## config.mk

```make
export PLATFORM = sky130hd
export DESIGN_NAME = pingpong_byte_dma
export DESIGN_NICKNAME = d
export VERILOG_FILES = /design/src/rtl/ctxdma_pkg.sv /design/src/rtl/ctxdma_guard.sv /design/src/rtl/ctxdma_regs.sv /design/src/rtl/ctxdma_engine.sv /design/src/rtl/pingpong_byte_dma.sv
export SDC_FILE = /design/constraint.sdc
export NUM_CORES = 1
export LEC_CHECK = 0
export CORE_MARGIN = 2
export CORE_UTILIZATION = 53
export CTS_BUF_LIST = sky130_fd_sc_hd__clkbuf_2
export CTS_CLUSTER_DIAMETER = 150
export DETAILED_ROUTE_END_ITERATION = 10
export PLACE_DENSITY_LB_ADDON = 0.12
export SLEW_MARGIN = 10
export SYNTH_ARGS = -nofsm -noshare
export SYNTH_HDL_FRONTEND = slang
export SYNTH_SLANG_ARGS = --single-unit
```

## constraint.sdc

```tcl
create_clock -name clk -period 3.6 [get_ports clk]
set_input_delay 0.72 -clock clk [delete_from_list [all_inputs] [get_ports clk]]
set_output_delay 0.72 -clock clk [all_outputs]
set_load 0.01 [all_outputs]
```

## src/rtl/ctxdma_pkg.sv

```systemverilog
package ctxdma_pkg;

  // register word indices
  localparam logic [2:0] RW_SLOT_A = 3'd0;
  localparam logic [2:0] RW_SLOT_B = 3'd1;
  localparam logic [2:0] RW_CTRL   = 3'd2;
  localparam logic [2:0] RW_DIAG   = 3'd3;
  localparam logic [2:0] RW_IRQ    = 3'd4;

  // descriptor field placement (software decodes these positions)
  localparam int DESC_W    = 64;
  localparam int COUNT_LSB = 32;
  localparam int FINAL_BIT = 63;

  // control word, bit 4 down to bit 0
  typedef struct packed {
    logic vld_a;
    logic vld_b;
    logic srst;
    logic en;
    logic dir;
  } ctrl_t;

  typedef enum logic [2:0] {
    ST_IDLE,
    ST_CHECK,
    ST_START,
    ST_MEM,
    ST_DOUT,
    ST_DIN,
    ST_FIN
  } eng_state_t;

endpackage

```

## src/rtl/ctxdma_guard.sv

```systemverilog
module ctxdma_guard #(
  parameter int ADDR_W  = 32,
  parameter int LEN_W   = 12,
  parameter int PAGE_W  = 12,
  parameter int ALIGN_W = 6
) (
  input  logic [ADDR_W-1:0] base,
  input  logic [LEN_W-1:0]  len,
  input  logic              inbound,
  output logic              bad
);
  localparam int SUM_W = ((PAGE_W > LEN_W) ? PAGE_W : LEN_W) + 1;

  logic [SUM_W-1:0] end_off;
  logic [SUM_W-1:0] page_size;
  logic             crosses;
  logic             misaligned;

  assign page_size = SUM_W'(1) << PAGE_W;
  assign end_off   = SUM_W'(base[PAGE_W-1:0]) + SUM_W'(len);
  assign crosses   = end_off > page_size;

  generate
    if (ALIGN_W > 0) begin : g_align
      assign misaligned = inbound && (base[ALIGN_W-1:0] != '0);
    end else begin : g_noalign
      assign misaligned = 1'b0;
    end
  endgenerate

  assign bad = crosses | misaligned;
endmodule

```

## src/rtl/ctxdma_regs.sv

```systemverilog
module ctxdma_regs
  import ctxdma_pkg::*;
#(
  parameter int LEN_W = 12
) (
  input  logic              clk,
  input  logic              rst,
  input  logic              csr_we,
  input  logic [2:0]        csr_addr,
  input  logic [DESC_W-1:0] csr_wdata,
  output logic [DESC_W-1:0] csr_rdata,
  output logic [DESC_W-1:0] slot_a,
  output logic [DESC_W-1:0] slot_b,
  output ctrl_t             ctrl,
  input  logic              fin_evt,
  input  logic              fin_err,
  input  logic              fin_slot,
  input  logic              diag_slot,
  input  logic              diag_busy,
  input  logic [LEN_W-1:0]  diag_cnt,
  output logic [2:0]        irq
);
  localparam int DIAG_PAD = DESC_W - LEN_W - 2;

  ctrl_t      ctrl_nxt;
  logic [2:0] irq_set;
  logic [2:0] irq_clr;

  always_comb begin
    ctrl_nxt = ctrl;
    if (csr_we && csr_addr == RW_CTRL) begin
      ctrl_nxt = ctrl_t'(csr_wdata[4:0]);
    end else if (fin_evt) begin
      if (fin_slot) ctrl_nxt.vld_b = 1'b0;
      else          ctrl_nxt.vld_a = 1'b0;
    end
    if (ctrl_nxt.srst) begin
      ctrl_nxt.vld_a = 1'b0;
      ctrl_nxt.vld_b = 1'b0;
    end
  end

  assign irq_set = {fin_evt & fin_err,
                    fin_evt & ~fin_err & fin_slot,
                    fin_evt & ~fin_err & ~fin_slot};
  assign irq_clr = (csr_we && csr_addr == RW_IRQ) ? csr_wdata[2:0] : 3'b000;

  always_ff @(posedge clk) begin
    if (rst) begin
      slot_a <= '0;
      slot_b <= '0;
      ctrl   <= '0;
      irq    <= '0;
    end else begin
      if (csr_we && csr_addr == RW_SLOT_A) slot_a <= csr_wdata;
      if (csr_we && csr_addr == RW_SLOT_B) slot_b <= csr_wdata;
      ctrl <= ctrl_nxt;
      irq  <= (irq & ~irq_clr) | irq_set;
    end
  end

  always_ff @(posedge clk) begin
    if (rst) begin
      csr_rdata <= '0;
    end else begin
      case (csr_addr)
        RW_SLOT_A: csr_rdata <= slot_a;
        RW_SLOT_B: csr_rdata <= slot_b;
        RW_CTRL:   csr_rdata <= {{(DESC_W-5){1'b0}}, ctrl};
        RW_DIAG:   csr_rdata <= {{DIAG_PAD{1'b0}}, diag_cnt, diag_busy, diag_slot};
        RW_IRQ:    csr_rdata <= {{(DESC_W-3){1'b0}}, irq};
        default:   csr_rdata <= '0;
      endcase
    end
  end
endmodule

```

## src/rtl/ctxdma_engine.sv

```systemverilog
module ctxdma_engine
  import ctxdma_pkg::*;
#(
  parameter int ADDR_W = 32,
  parameter int LEN_W  = 12,
  parameter int DATA_W = 8
) (
  input  logic              clk,
  input  logic              rst,
  input  ctrl_t             ctrl,
  input  logic [DESC_W-1:0] slot_a,
  input  logic [DESC_W-1:0] slot_b,
  input  logic              desc_bad,
  output logic [ADDR_W-1:0] cur_addr,
  output logic [LEN_W-1:0]  cur_cnt,
  output logic              mem_req,
  output logic              mem_we,
  output logic [DATA_W-1:0] mem_wdata,
  input  logic              mem_ack,
  input  logic [DATA_W-1:0] mem_rdata,
  output logic              dev_out_valid,
  output logic [DATA_W-1:0] dev_out_data,
  input  logic              dev_out_ready,
  input  logic              dev_in_valid,
  input  logic [DATA_W-1:0] dev_in_data,
  output logic              dev_in_ready,
  output logic              tc_pulse,
  output logic              fin_evt,
  output logic              fin_err,
  output logic              cur_slot,
  output logic              busy
);
  eng_state_t        state;
  logic              final_q;
  logic              err_q;
  logic [1:0]        vld;
  logic              pick;
  logic [DESC_W-1:0] pick_desc;
  logic              last_byte;

  assign vld       = {ctrl.vld_b, ctrl.vld_a};
  assign pick      = vld[cur_slot] ? cur_slot : ~cur_slot;
  assign pick_desc = pick ? slot_b : slot_a;
  assign last_byte = (cur_cnt == LEN_W'(1));

  assign fin_evt = (state == ST_FIN);
  assign fin_err = err_q;
  assign busy    = ctrl.en && (state != ST_IDLE);

  always_ff @(posedge clk) begin
    if (rst || ctrl.srst) begin
      state         <= ST_IDLE;
      cur_slot      <= 1'b0;
      cur_addr      <= '0;
      cur_cnt       <= '0;
      final_q       <= 1'b0;
      err_q         <= 1'b0;
      mem_req       <= 1'b0;
      mem_we        <= 1'b0;
      mem_wdata     <= '0;
      dev_out_valid <= 1'b0;
      dev_out_data  <= '0;
      dev_in_ready  <= 1'b0;
      tc_pulse      <= 1'b0;
    end else begin
      tc_pulse <= 1'b0;
      case (state)
        ST_IDLE: begin
          if (ctrl.en && (vld != 2'b00)) begin
            cur_slot <= pick;
            cur_addr <= pick_desc[ADDR_W-1:0];
            cur_cnt  <= pick_desc[COUNT_LSB +: LEN_W];
            final_q  <= pick_desc[FINAL_BIT];
            err_q    <= 1'b0;
            state    <= ST_CHECK;
          end
        end
        ST_CHECK: begin
          if (cur_cnt == '0) begin
            tc_pulse <= final_q;
            state    <= ST_FIN;
          end else if (desc_bad) begin
            err_q   <= 1'b1;
            cur_cnt <= '0;
            state   <= ST_FIN;
          end else begin
            state <= ST_START;
          end
        end
        ST_START: begin
          if (ctrl.en) begin
            if (ctrl.dir) begin
              dev_in_ready <= 1'b1;
              state        <= ST_DIN;
            end else begin
              mem_req <= 1'b1;
              mem_we  <= 1'b0;
              state   <= ST_MEM;
            end
          end
        end
        ST_DIN: begin
          if (dev_in_valid) begin
            dev_in_ready <= 1'b0;
            mem_wdata    <= dev_in_data;
            mem_req      <= 1'b1;
            mem_we       <= 1'b1;
            state        <= ST_MEM;
          end
        end
        ST_MEM: begin
          if (mem_ack) begin
            mem_req <= 1'b0;
            if (!mem_we) begin
              dev_out_data  <= mem_rdata;
              dev_out_valid <= 1'b1;
              state         <= ST_DOUT;
            end else begin
              cur_addr <= cur_addr + ADDR_W'(1);
              cur_cnt  <= cur_cnt - LEN_W'(1);
              tc_pulse <= last_byte && final_q;
              state    <= last_byte ? ST_FIN : ST_START;
            end
          end
        end
        ST_DOUT: begin
          if (dev_out_ready) begin
            dev_out_valid <= 1'b0;
            cur_addr      <= cur_addr + ADDR_W'(1);
            cur_cnt       <= cur_cnt - LEN_W'(1);
            tc_pulse      <= last_byte && final_q;
            state         <= last_byte ? ST_FIN : ST_START;
          end
        end
        ST_FIN: begin
          if (vld[~cur_slot]) cur_slot <= ~cur_slot;
          state <= ST_IDLE;
        end
        default: state <= ST_IDLE;
      endcase
    end
  end
endmodule

```

## src/rtl/pingpong_byte_dma.sv

```systemverilog
module pingpong_byte_dma
  import ctxdma_pkg::*;
#(
  parameter int ADDR_W  = 32,
  parameter int LEN_W   = 12,
  parameter int DATA_W  = 8,
  parameter int PAGE_W  = 12,
  parameter int ALIGN_W = 6
) (
  input  logic              clk,
  input  logic              rst,
  input  logic              csr_we,
  input  logic [2:0]        csr_addr,
  input  logic [63:0]       csr_wdata,
  output logic [63:0]       csr_rdata,
  output logic              mem_req,
  output logic              mem_we,
  output logic [ADDR_W-1:0] mem_addr,
  output logic [DATA_W-1:0] mem_wdata,
  input  logic              mem_ack,
  input  logic [DATA_W-1:0] mem_rdata,
  output logic              dev_out_valid,
  output logic [DATA_W-1:0] dev_out_data,
  input  logic              dev_out_ready,
  input  logic              dev_in_valid,
  input  logic [DATA_W-1:0] dev_in_data,
  output logic              dev_in_ready,
  output logic              irq_done_a,
  output logic              irq_done_b,
  output logic              irq_merr,
  output logic              tc_pulse
);
  logic [DESC_W-1:0] slot_a;
  logic [DESC_W-1:0] slot_b;
  ctrl_t             ctrl_w;
  logic              fin_evt;
  logic              fin_err;
  logic              cur_slot;
  logic              busy;
  logic [LEN_W-1:0]  cur_cnt;
  logic [ADDR_W-1:0] cur_addr;
  logic              desc_bad;
  logic [2:0]        irq;

  ctxdma_regs #(.LEN_W(LEN_W)) i_regs (
    .clk       (clk),
    .rst       (rst),
    .csr_we    (csr_we),
    .csr_addr  (csr_addr),
    .csr_wdata (csr_wdata),
    .csr_rdata (csr_rdata),
    .slot_a    (slot_a),
    .slot_b    (slot_b),
    .ctrl      (ctrl_w),
    .fin_evt   (fin_evt),
    .fin_err   (fin_err),
    .fin_slot  (cur_slot),
    .diag_slot (cur_slot),
    .diag_busy (busy),
    .diag_cnt  (cur_cnt),
    .irq       (irq)
  );

  ctxdma_guard #(
    .ADDR_W (ADDR_W),
    .LEN_W  (LEN_W),
    .PAGE_W (PAGE_W),
    .ALIGN_W(ALIGN_W)
  ) i_guard (
    .base    (cur_addr),
    .len     (cur_cnt),
    .inbound (ctrl_w.dir),
    .bad     (desc_bad)
  );

  ctxdma_engine #(
    .ADDR_W(ADDR_W),
    .LEN_W (LEN_W),
    .DATA_W(DATA_W)
  ) i_engine (
    .clk           (clk),
    .rst           (rst),
    .ctrl          (ctrl_w),
    .slot_a        (slot_a),
    .slot_b        (slot_b),
    .desc_bad      (desc_bad),
    .cur_addr      (cur_addr),
    .cur_cnt       (cur_cnt),
    .mem_req       (mem_req),
    .mem_we        (mem_we),
    .mem_wdata     (mem_wdata),
    .mem_ack       (mem_ack),
    .mem_rdata     (mem_rdata),
    .dev_out_valid (dev_out_valid),
    .dev_out_data  (dev_out_data),
    .dev_out_ready (dev_out_ready),
    .dev_in_valid  (dev_in_valid),
    .dev_in_data   (dev_in_data),
    .dev_in_ready  (dev_in_ready),
    .tc_pulse      (tc_pulse),
    .fin_evt       (fin_evt),
    .fin_err       (fin_err),
    .cur_slot      (cur_slot),
    .busy          (busy)
  );

  assign mem_addr   = cur_addr;
  assign irq_done_a = irq[0];
  assign irq_done_b = irq[1];
  assign irq_merr   = irq[2];
endmodule

```

==> results.md <==
* Worst EP required at 4350 ps
* Drt pass-1 iters at 5
* Crit path capture type: flop
* Final Cell Area at 15200 µm²
* Largest family of logic cells by synthesized area: simple AND/OR/NAND/NOR gates
* Worst path max stage delay at 490 ps
* CP Data Arrival Time at 4060 ps
* Initial Util at 54.0%
* Reg2reg path depth at 11
* GRT overflow at 0
* Synth Instances at 1607
* Most common cell in the netlist: nand2_1
* Final min period at 3310 ps
* CTS Root Cell: clkbuf_2
* Max_slew headroom at 37.9%
* # rows at 55
* Number of max-cap violations at 0
* Adder and majority gate portion of the synthesized area at 1.80%
* Clock Sinks at 271
* Clock Skews at 64.0 ps
* Via/cell ratio at 5.82
* GR Util All Layers at 30.4%
* Worst setup SP type: flop
* WL/cell at 17.7 µm
* Input/output buffers at 208
* Clk buf depth at 3
* Antenna violations before repair at 1
* Top cells by area, synth: dfxtp_1 44%, nand2_1 12%, a21oi_1 9.5%
* Crit Path Category: reg2reg
* Syn Nets at 1713
* CP Depth at 11
* RR Endpoint: i_engine.cur_cnt[0]
* H-tree depth at 3
* Sequential fraction of the synthesis area at 44.4%
* Vias at 12400
* Area Overhead vs Synth at 24.4%
* Clk_lat worst skew at 840 ps
* First-pass GRT wire length at 59300 µm
* Die W at 156 µm
* CTS tree: done
* Critical path buffers and inverters at 1
* YS warnings at 0
* Final WL at 37600 µm
* Finished Layout Cells at 2125
* Ys flop type: dfxtp_1
* RSZ-0062 raised after global routing: false
* Routability cong. at 0.896
* Pleak at 5.47 nW
* Compound-gate portion of the synthesized area at 21.6%
* Post-synth EDFFs at 0
* Simple-gate share of the synthesized area at 24.1%
* I/O Pins at 209
* Area share of the largest cell type after synthesis at 44.4%
* DRT iter0 DRCs at 1106
* Area share of xor/xnor cells in the synthesized design at 0.430%
* Largest net degree at the start of global routing at 95
* Final Cycle Share at 91.9%
* Status: finished, final reports clean
* Reg-to-reg setup timing slack at 290 ps
* Final net count at 1905
* Mean Syn Cell Area at 7.60 µm²
* Total negative slack at 0 ps
* TritonCTS Buffers at 70
* Reg-to-Reg Start: i_engine.cur_addr[4]
* VDD IR-drop max at 0.298 mV
* DRT antenna net count at 0
* DRC at 0
* Post-synth top area cell: dfxtp_1
* Placed Instances at 2011
* Share of cells above drive strength 1 at 9.57%
* Clock-pin slew on the worst setup and hold paths at 120 ps
* Die span in y at 156 µm
* Final setup vio count at 0
* Crit Path Max Fanout at 11
* Core footprint at 22600 µm²
* Post-DP HPWL at 24800 µm
* Pwr dens at 488 nW/µm²
* Cell family with most CP delay: compound AO/OA/AOI/OAI gates
* Least-Margin Pin Slew at 929 ps
* Cell Area, Placed at 14600 µm²
* CP Cell Sequence: ha_1 -> a21o_1 -> a31o_2 -> o2111a_1 -> or4_1 -> a31oi_1 -> o221a_2 -> a21boi_2 -> a22oi_4 -> buf_12 -> mux2i_1
* Final hold vios at 0
* Fmax at 0.302 GHz
* Post-synthesis cell area at 12200 µm²
* Post_cts resized at 0
* Post-synthesis mux area share at 3.24%
* Setup crit start: i_engine.cur_addr[4]
* Vias in the first global route at 11300
* Die area at 24300 µm²
* Ys async rst share at 0%
* Most frequent cells after synthesis: 401 x nand2_1, 271 x dfxtp_1, 231 x a21oi_1
* Post-synth cell types at 69
* Slowest cell on crit path: or4_1
* Hold Path Class: in2reg
* CP endpoint: i_engine.cur_cnt[0]
* Final slew viol count at 0
* Post-synthesis register bit count at 271
cells by family after synthesis:
logic type                 Yosys count
xor gates and xnor gates             6
DFF                                271
and+or+nand+nor                    693
AOI/OAI and AO/OA                  443
adders and majority gates           17
muxes                               39
buffers and inverters              138
per-stage QoR:
step | worst slack (ps) | util (%) | power (mW) | hold slack (ps)
3_3_place_gp | 313 | 64.3 | 5.27 | 441
5_1_grt | 48.5 | 67.1 | 7.79 | 384
4_1_cts | 280 | 67.0 | 7.38 | 323
2_1_floorplan | 669 | - | 4.64 | 436
3_5_place_dp | 297 | 64.3 | 5.28 | 446
6_report | 291 | 67.1 | 7.41 | 384
worst register-to-register path: cells and delay by family (launching register included):
| family | cells | cell delay (ps) |
|---|---|---|
| mux | 1 | 180 |
| compound gates | 7 | 1630 |
| flops | 1 | 450 |
| fa+ha+maj | 1 | 360 |
| buf+inv | 1 | 160 |
| simple gates | 1 | 490 |
metal layers:
| metal | vias up | GRT usage (%) | wire length, µm |
|---|---|---|---|
| met5 | - | 0 | 0 |
| met4 | 0 | 11.1 | 898 |
| met3 | 64 | 8.50 | 3790 |
| met2 | 563 | 46.4 | 17300 |
| met1 | 5755 | 41.1 | 15700 |
| li1 | 5994 | - | - |
cells in the final DEF (no fill, tap or decap), types with 4 or more instances in the layout:
cell type	synthesis	final
nand2_1	401	399
dfxtp_1	271	271
a21oi_1	231	230
clkdlybuf4s50_1	0	207
nor2_1	132	132
clkbuf_2	0	99
a22oi_1	59	59
nor3_1	60	59
o21ai_0	53	53
nand3_1	35	35
mux2i_1	35	34
buf_4	0	32
ha_1	16	16
inv_1	12	12
o31ai_1	12	12
o22ai_1	11	11
a31oi_1	11	11
a211o_1	10	10
o21ai_1	10	9
and3_1	8	8
a211oi_1	8	8
nand4_1	8	8
buf_12	0	7
or3_1	5	5
nand2b_1	5	5
nor3b_1	5	5
clkinv_1	0	5
or2_2	4	4
nor4_1	4	4
a21o_1	4	4
mux2_2	4	4
flip-flops by register name, summed over array words and instances (netlist names), 3 cells and up:
register,flops
i_regs.csr_rdata,64
i_regs.slot_a,64
i_regs.slot_b,64
i_engine.cur_addr,32
i_engine.cur_cnt,12
i_engine.dev_out_data,8
i_engine.mem_wdata,8
i_regs.ctrl,5
i_engine.state,3
i_regs.irq,3
report_power, final:
group / internal [mW] / total [mW] / leakage [nW] / switching [mW]
clock network: 0.869 / 2.11 / 0.464 / 1.24
logic: 0.793 / 2.04 / 2.81 / 1.24
registers: 3.11 / 3.26 / 2.19 / 0.149
total: 4.77 / 7.41 / 5.47 / 2.64
worst min-delay path by stage:
| stage | from | slack, ps | endpoint | depth (start not counted) |
|---|---|---|---|---|
| final | rst | 380 | i_regs.slot_b[3] | 2 |
| after floorplan | i_regs.slot_a[44] | 440 | i_regs.slot_a[44] | 2 |
| after detailed placement | i_regs.slot_a[57] | 450 | i_regs.slot_a[57] | 2 |
| after global placement | i_regs.slot_a[53] | 440 | i_regs.slot_a[53] | 2 |
| after global routing | rst | 380 | i_regs.slot_a[14] | 2 |
| after CTS | rst | 320 | i_regs.slot_a[19] | 2 |
area by class of cell:
cell class | instances | area, µm²
inverters | 12 | 45.0
clock buffers | 99 | 495
well taps | 285 | 357
diodes | 1 | 2.50
repair buffers | 246 | 2450
clock inverters | 13 | 111
fillers | 1964 | 7450
multi-input cells | 1198 | 6310
flip-flops and latches | 271 | 5430
timing repair:
| action | in CTS | in global routing |
|---|---|---|
| buffers inserted | 0 | 1 |
| hold buffers | 0 | 0 |
| endpoints found under the setup margin | 0 | 2 |
No activity file was read; power rests on OpenSTA's default activity.
